===== src/rtl/bha_pkg.sv =====
// Package: shared state encoding for the bus hold arbiter.
// Assumes: used by the FSM, decode and checker of bus_hold_arb only.
package bha_pkg;
    typedef enum logic [2:0] {
        ST_OWN     = 3'd0,  // internal bus unit owns the bus
        ST_DRAIN   = 3'd1,  // hold pending, waiting for cycle/lock to end
        ST_RELEASE = 3'd2,  // outputs floated, acknowledge not yet given
        ST_HELD    = 3'd3,  // external master owns the bus
        ST_RECLAIM = 3'd4   // acknowledge dropped, outputs still floated
    } arb_state_t;
endpackage


===== src/rtl/bha_sync.sv =====
// Module: bha_sync
// Brings one asynchronous level into the clock domain through a chain of
// STAGES flops. Assumes STAGES >= 1 and a level held far longer than STAGES.
module bha_sync #(
    parameter int STAGES = 2
) (
    input  logic clk,
    input  logic rst_n,
    input  logic d,
    output logic q
);
    logic [STAGES-1:0] chain;

    generate
        if (STAGES == 1) begin : g_one
            // single flop capture
            always_ff @(posedge clk) begin
                if (!rst_n) chain <= '0;
                else        chain <= d;
            end
        end else begin : g_many
            // shift the level through the chain
            always_ff @(posedge clk) begin
                if (!rst_n) chain <= '0;
                else        chain <= {chain[STAGES-2:0], d};
            end
        end
    endgenerate

    assign q = chain[STAGES-1];
endmodule


===== src/rtl/bha_fsm.sv =====
// Module: bha_fsm
// Ownership sequencer. Refresh beats hold; hold waits out a bus cycle and a
// lock; the float precedes the acknowledge by one clock on the way out, and
// the acknowledge precedes the float on the way back.
// Assumes hold_s is already synchronous.
module bha_fsm
    import bha_pkg::*;
(
    input  logic       clk,
    input  logic       rst_n,
    input  logic       hold_s,
    input  logic       cyc_active,
    input  logic       lock_active,
    input  logic       refresh_req,
    output arb_state_t state
);
    arb_state_t nxt;
    logic       bus_quiet;

    assign bus_quiet = !cyc_active && !lock_active;

    // next-state selection
    always_comb begin
        nxt = state;
        unique case (state)
            ST_OWN:     if (hold_s && !refresh_req) nxt = ST_DRAIN;
            ST_DRAIN:   if (refresh_req || !hold_s) nxt = ST_OWN;
                        else if (bus_quiet)         nxt = ST_RELEASE;
            ST_RELEASE: nxt = ST_HELD;
            ST_HELD:    if (refresh_req || !hold_s) nxt = ST_RECLAIM;
            ST_RECLAIM: nxt = ST_OWN;
            default:    nxt = ST_OWN;
        endcase
    end

    // state register
    always_ff @(posedge clk) begin
        if (!rst_n) state <= ST_OWN;
        else        state <= nxt;
    end
endmodule


===== src/rtl/bha_decode.sv =====
// Module: bha_decode
// Turns the sequencer state into the pad-control and grant outputs.
// Assumes state is registered, so the outputs are free of glitches apart
// from refresh_grant, which follows refresh_req while the bus is owned.
module bha_decode
    import bha_pkg::*;
(
    input  arb_state_t state,
    input  logic       refresh_req,
    output logic       hold_ack,
    output logic       bus_float,
    output logic       cs_force_high,
    output logic       refresh_grant
);
    // output decode
    always_comb begin
        bus_float     = (state == ST_RELEASE) || (state == ST_HELD) ||
                        (state == ST_RECLAIM);
        hold_ack      = (state == ST_HELD);
        cs_force_high = bus_float;
        refresh_grant = refresh_req &&
                        ((state == ST_OWN) || (state == ST_DRAIN));
    end
endmodule


===== src/rtl/bus_hold_arb.sv =====
// Module: bus_hold_arb
// Top of the bus hold arbiter: synchronizer, sequencer and output decode.
// Assumes cyc_active, lock_active and refresh_req are synchronous to clk.
module bus_hold_arb #(
    parameter int SYNC_STAGES = 2
) (
    input  logic clk,
    input  logic rst_n,
    input  logic hold_req,
    input  logic cyc_active,
    input  logic lock_active,
    input  logic refresh_req,
    output logic hold_ack,
    output logic bus_float,
    output logic cs_force_high,
    output logic refresh_grant
);
    import bha_pkg::*;

    logic       hold_s;
    arb_state_t state;

    bha_sync #(.STAGES(SYNC_STAGES)) u_sync (
        .clk(clk), .rst_n(rst_n), .d(hold_req), .q(hold_s)
    );

    bha_fsm u_fsm (
        .clk(clk), .rst_n(rst_n), .hold_s(hold_s),
        .cyc_active(cyc_active), .lock_active(lock_active),
        .refresh_req(refresh_req), .state(state)
    );

    bha_decode u_dec (
        .state(state), .refresh_req(refresh_req),
        .hold_ack(hold_ack), .bus_float(bus_float),
        .cs_force_high(cs_force_high), .refresh_grant(refresh_grant)
    );
endmodule


===== config.mk =====
export PLATFORM = sky130hd
export DESIGN_NAME = bus_hold_arb
export DESIGN_NICKNAME = d
export VERILOG_FILES = /design/src/rtl/bha_pkg.sv /design/src/rtl/bha_sync.sv /design/src/rtl/bha_fsm.sv /design/src/rtl/bha_decode.sv /design/src/rtl/bus_hold_arb.sv
export SDC_FILE = /design/constraint.sdc
export NUM_CORES = 1
export LEC_CHECK = 0
export BUFFER_PORTS_ARGS = -buffer_cell sky130_fd_sc_hd__buf_4
export CAP_MARGIN = 30
export CORE_AREA = 3 3 40 42
export CTS_CLUSTER_DIAMETER = 30
export DETAILED_ROUTE_END_ITERATION = 12
export DIE_AREA = 0 0 43 45
export HOLD_SLACK_MARGIN = 0.15
export SLEW_MARGIN = 20
export SYNTH_ARGS = -nofsm -noshare
export SYNTH_HDL_FRONTEND = slang
export SYNTH_HIERARCHICAL = 1
export SYNTH_SLANG_ARGS = --single-unit

===== constraint.sdc =====
create_clock -name clk -period 1.64 [get_ports clk]
set_input_delay 0.246 -clock clk [delete_from_list [all_inputs] [get_ports clk]]
set_output_delay 0.246 -clock clk [all_outputs]
set_load 0.02 [all_outputs]

==> out/summary.md <==
The run finished with clean final reports. In this run the mean area of a mapped cell was 9.52 sq um. The share of the synthesized area in the top cell type works out to 45.7%.

For this block, the initial DRC count from the detailed router was 2. The library cells used most frequently in the layout, excluding fill and tap cells, are sky130_fd_sc_hd__buf_4, sky130_fd_sc_hd__dfxtp_1, sky130_fd_sc_hd__clkbuf_4, sky130_fd_sc_hd__nor2_1. By area the synthesized netlist is led by sky130_fd_sc_hd__dfxtp_1, sky130_fd_sc_hd__mux2_4, sky130_fd_sc_hd__o21a_1. The number of synthesized register bits is 5, and the final-report setup violation count is 0. For this run, the slowest stage of the critical path takes 0.41 ns. From left edge to right edge, the die measures 43 um. Share of the yosys chip area belonging to registers: 45.7%. The run gives 1280 sq um as the core region area. The clock latency at the later pin of the worst-skew pair was 0.24 ns; the critical path data arrival time was 1.15 ns. The remaining number of nets flagged by the antenna check after routing came out at 0. The type of destination of the critical path was an output pin. For the H-tree depth reported by CTS, the log shows 1. Setup repair after global routing left no endpoint under its margin. The biggest area contributor in the post-synthesis netlist is sky130_fd_sc_hd__dfxtp_1. The run gives 5.58% as the fraction of met3 tracks used by global routing. The worst setup path is launched from a flip-flop. The total half-perimeter wirelength after legalization and detailed placement came out at 315 um. Across the run, the number of max-cap violations was 0. Synthesis produced a netlist with a net count of 29. The detailed-router iteration count before antenna repair was 4; the area growth from synthesis to layout was 48.0%. Summed over all layers, the global routing overflow is 0.

The number of endpoints with negative hold slack in the final report came out at 0. The post-synthesis instance area is 219 sq um. The family of cells with the greatest summed delay on the critical path is flip-flops. Summed over all cells, the static leakage comes to 0.137 nW.

Global routing consumed, on the met1 layer, 5.29% of the routing resources. The logs give 13 for the count of distinct cell types in the synthesized netlist and 0 for the total count of max-transition violations in the final report. The tools report the post-detailed-route DRC marker count as 0. The logs give 406 um for the total routed wirelength and 0 for the antenna cell count.

Overall power consumption after layout is estimated at 0.292 mW. Counting the buffers created by CTS gives 3. The logs give 0 for the number of antenna violations at the first check in global routing and 228 uV for the maximum vdd drop. The clock net in this run drives a total of 5 sinks.

Entering global routing, the biggest net connects 8 pins. In the synthesized netlist, the number of instances is 23. The number of global-route vias before repair was 162; the via count was 189.

The minimum period implied by the final worst setup slack works out to 1.39 ns. At the end of routability-driven placement, the weighted congestion stood at 0.583. The floorplan has 13 rows. The run gives 0 ns as the sum of negative setup slack.

The root buffer selected by CTS is sky130_fd_sc_hd__clkbuf_4. The data required time of the worst path came out at 1.39 ns. The post-CTS resize count is 0. Measured along the y axis, the die boundary spans 45 um.

The tightest min-delay check is of the in2reg type. Headroom to the max-slew limit came out at 86.8%. The hold-fix buffer count after cts is 0, and the clock transition at the registers of the reported paths is 0.04 ns. The number of buffers between clock root and the deepest sink is 2, and the share of cells above drive strength 1 is 42.9%. The floorplan step defined a die boundary enclosing 1940 sq um. The number of input and output port buffers inserted was 9. The initial utilization of the core area, before any placement, comes to 17.0%.

The largest fanout on the critical path was 7. For this design, the slowest cell found on the critical path is sky130_fd_sc_hd__dfxtp_1. The worst setup path category is reg2out. The most crowded layer after global routing was met4.

Leaving out fill and tap cells, the most frequent cell in the layout is sky130_fd_sc_hd__buf_4. The part of the cycle the worst path needs was 84.9%; the post-detailed-route via-to-cell ratio was 3.78. The upper clock frequency limit came out at 719 MHz. Across every metal layer, demand over resource in global routing totals 5.66%.

The tools report the global-route met2 utilization as 5.99%. The first-pass GRT wire length is 703 um, and the count of buffering cells on the critical path with inverters included is 1. Across the routed clock network, the largest skew measured is 0.000561 ns. During synthesis, Yosys emitted a total of 6 warnings. In this run the post-CTS setup repair buffer count came out at 0. The signal on the critical path passes through nor2_1 > mux2_4 > buf_4.

TritonCTS built the clock tree. Dividing the detail-routed wire length by the instance count gives 8.12 um. For the pin with the worst max-slew slack, the measured transition is 0.198 ns. For this run, the post-layout net count is 42. Power spread over the standard cell area amounts to 901 nW/um^2. 10 I/O pins were placed.
-- cell families (layout without fill, tap and decap cells) --
| family | Yosys count | after routing | share of synthesized area (%) |
|---|---|---|---|
| simple gates | 12 | 12 | 31.4 |
| flops | 5 | 5 | 45.7 |
| compound gates | 3 | 3 | 10.9 |
| buf+inv | 2 | 14 | 5.14 |
| mux | 1 | 1 | 6.86 |
-- area by class of cell --
class                      instances  area [sq um]
tap                               15          18.8
sequential                         5           100
fill                             144           961
timing repair buffer               9          67.6
multi-input combinational         16           108
inverter                           1          3.75
clock buffer                       4          26.3
-- routing by layer --
layer | part of all wire [%] | wire [um]
met1 | 38 | 155
met2 | 48 | 195
met3 | 11 | 43
met4 | 3.0 | 12
met5 | 0 | 0
-- Yosys cell counts --
library cell               number
sky130_fd_sc_hd__nor3_1         1
sky130_fd_sc_hd__dfxtp_1        5
sky130_fd_sc_hd__nor3b_1        1
sky130_fd_sc_hd__nor2_1         3
sky130_fd_sc_hd__nand2_1        2
sky130_fd_sc_hd__a21oi_2        1
sky130_fd_sc_hd__and2_1         2
sky130_fd_sc_hd__mux2_4         1
sky130_fd_sc_hd__inv_1          1
sky130_fd_sc_hd__buf_4          1
sky130_fd_sc_hd__o21a_1         2
sky130_fd_sc_hd__nor3b_2        1
sky130_fd_sc_hd__nand2b_1       2
-- final timing paths --
| check | start | to | slack, ns | depth (start not counted) |
|---|---|---|---|---|
| setup / recovery | u_fsm/state[1] | bus_float | 0.25 | 3 |
| hold / removal | hold_req | u_sync/chain[0] | 0.21 | 2 |
| setup reg to reg | u_fsm/state[0] | u_fsm/state[0] | 0.69 | 3 |
| hold reg to reg | u_sync/chain[0] | u_sync/chain[1] | 0.43 | 1 |
-- state kept, by name, summed over array words and instances (netlist names) --
| signal | cells |
|---|---|
| u_fsm/state | 3 |
| u_sync/chain | 2 |
-- through the flow --
step	cell area, sq um	util, %	hold slack (ns)	std cells	setup WS, ns
after floorplan	219	-	0.368	23	0.488
after global placement	298	23.2	0.416	46	0.512
after detailed placement	298	23.2	0.422	46	0.500
after CTS	324	25.2	0.196	50	0.232
after global routing	324	25.2	0.198	50	0.168
final	324	25.2	0.206	50	0.248
-- power breakdown --
part / internal [mW] / switching, mW
Combinational: 0.0143 / 0.00897
Clock: 0.0920 / 0.0504
Sequential: 0.125 / 0.00137
Power figures use the tool's default switching activity.
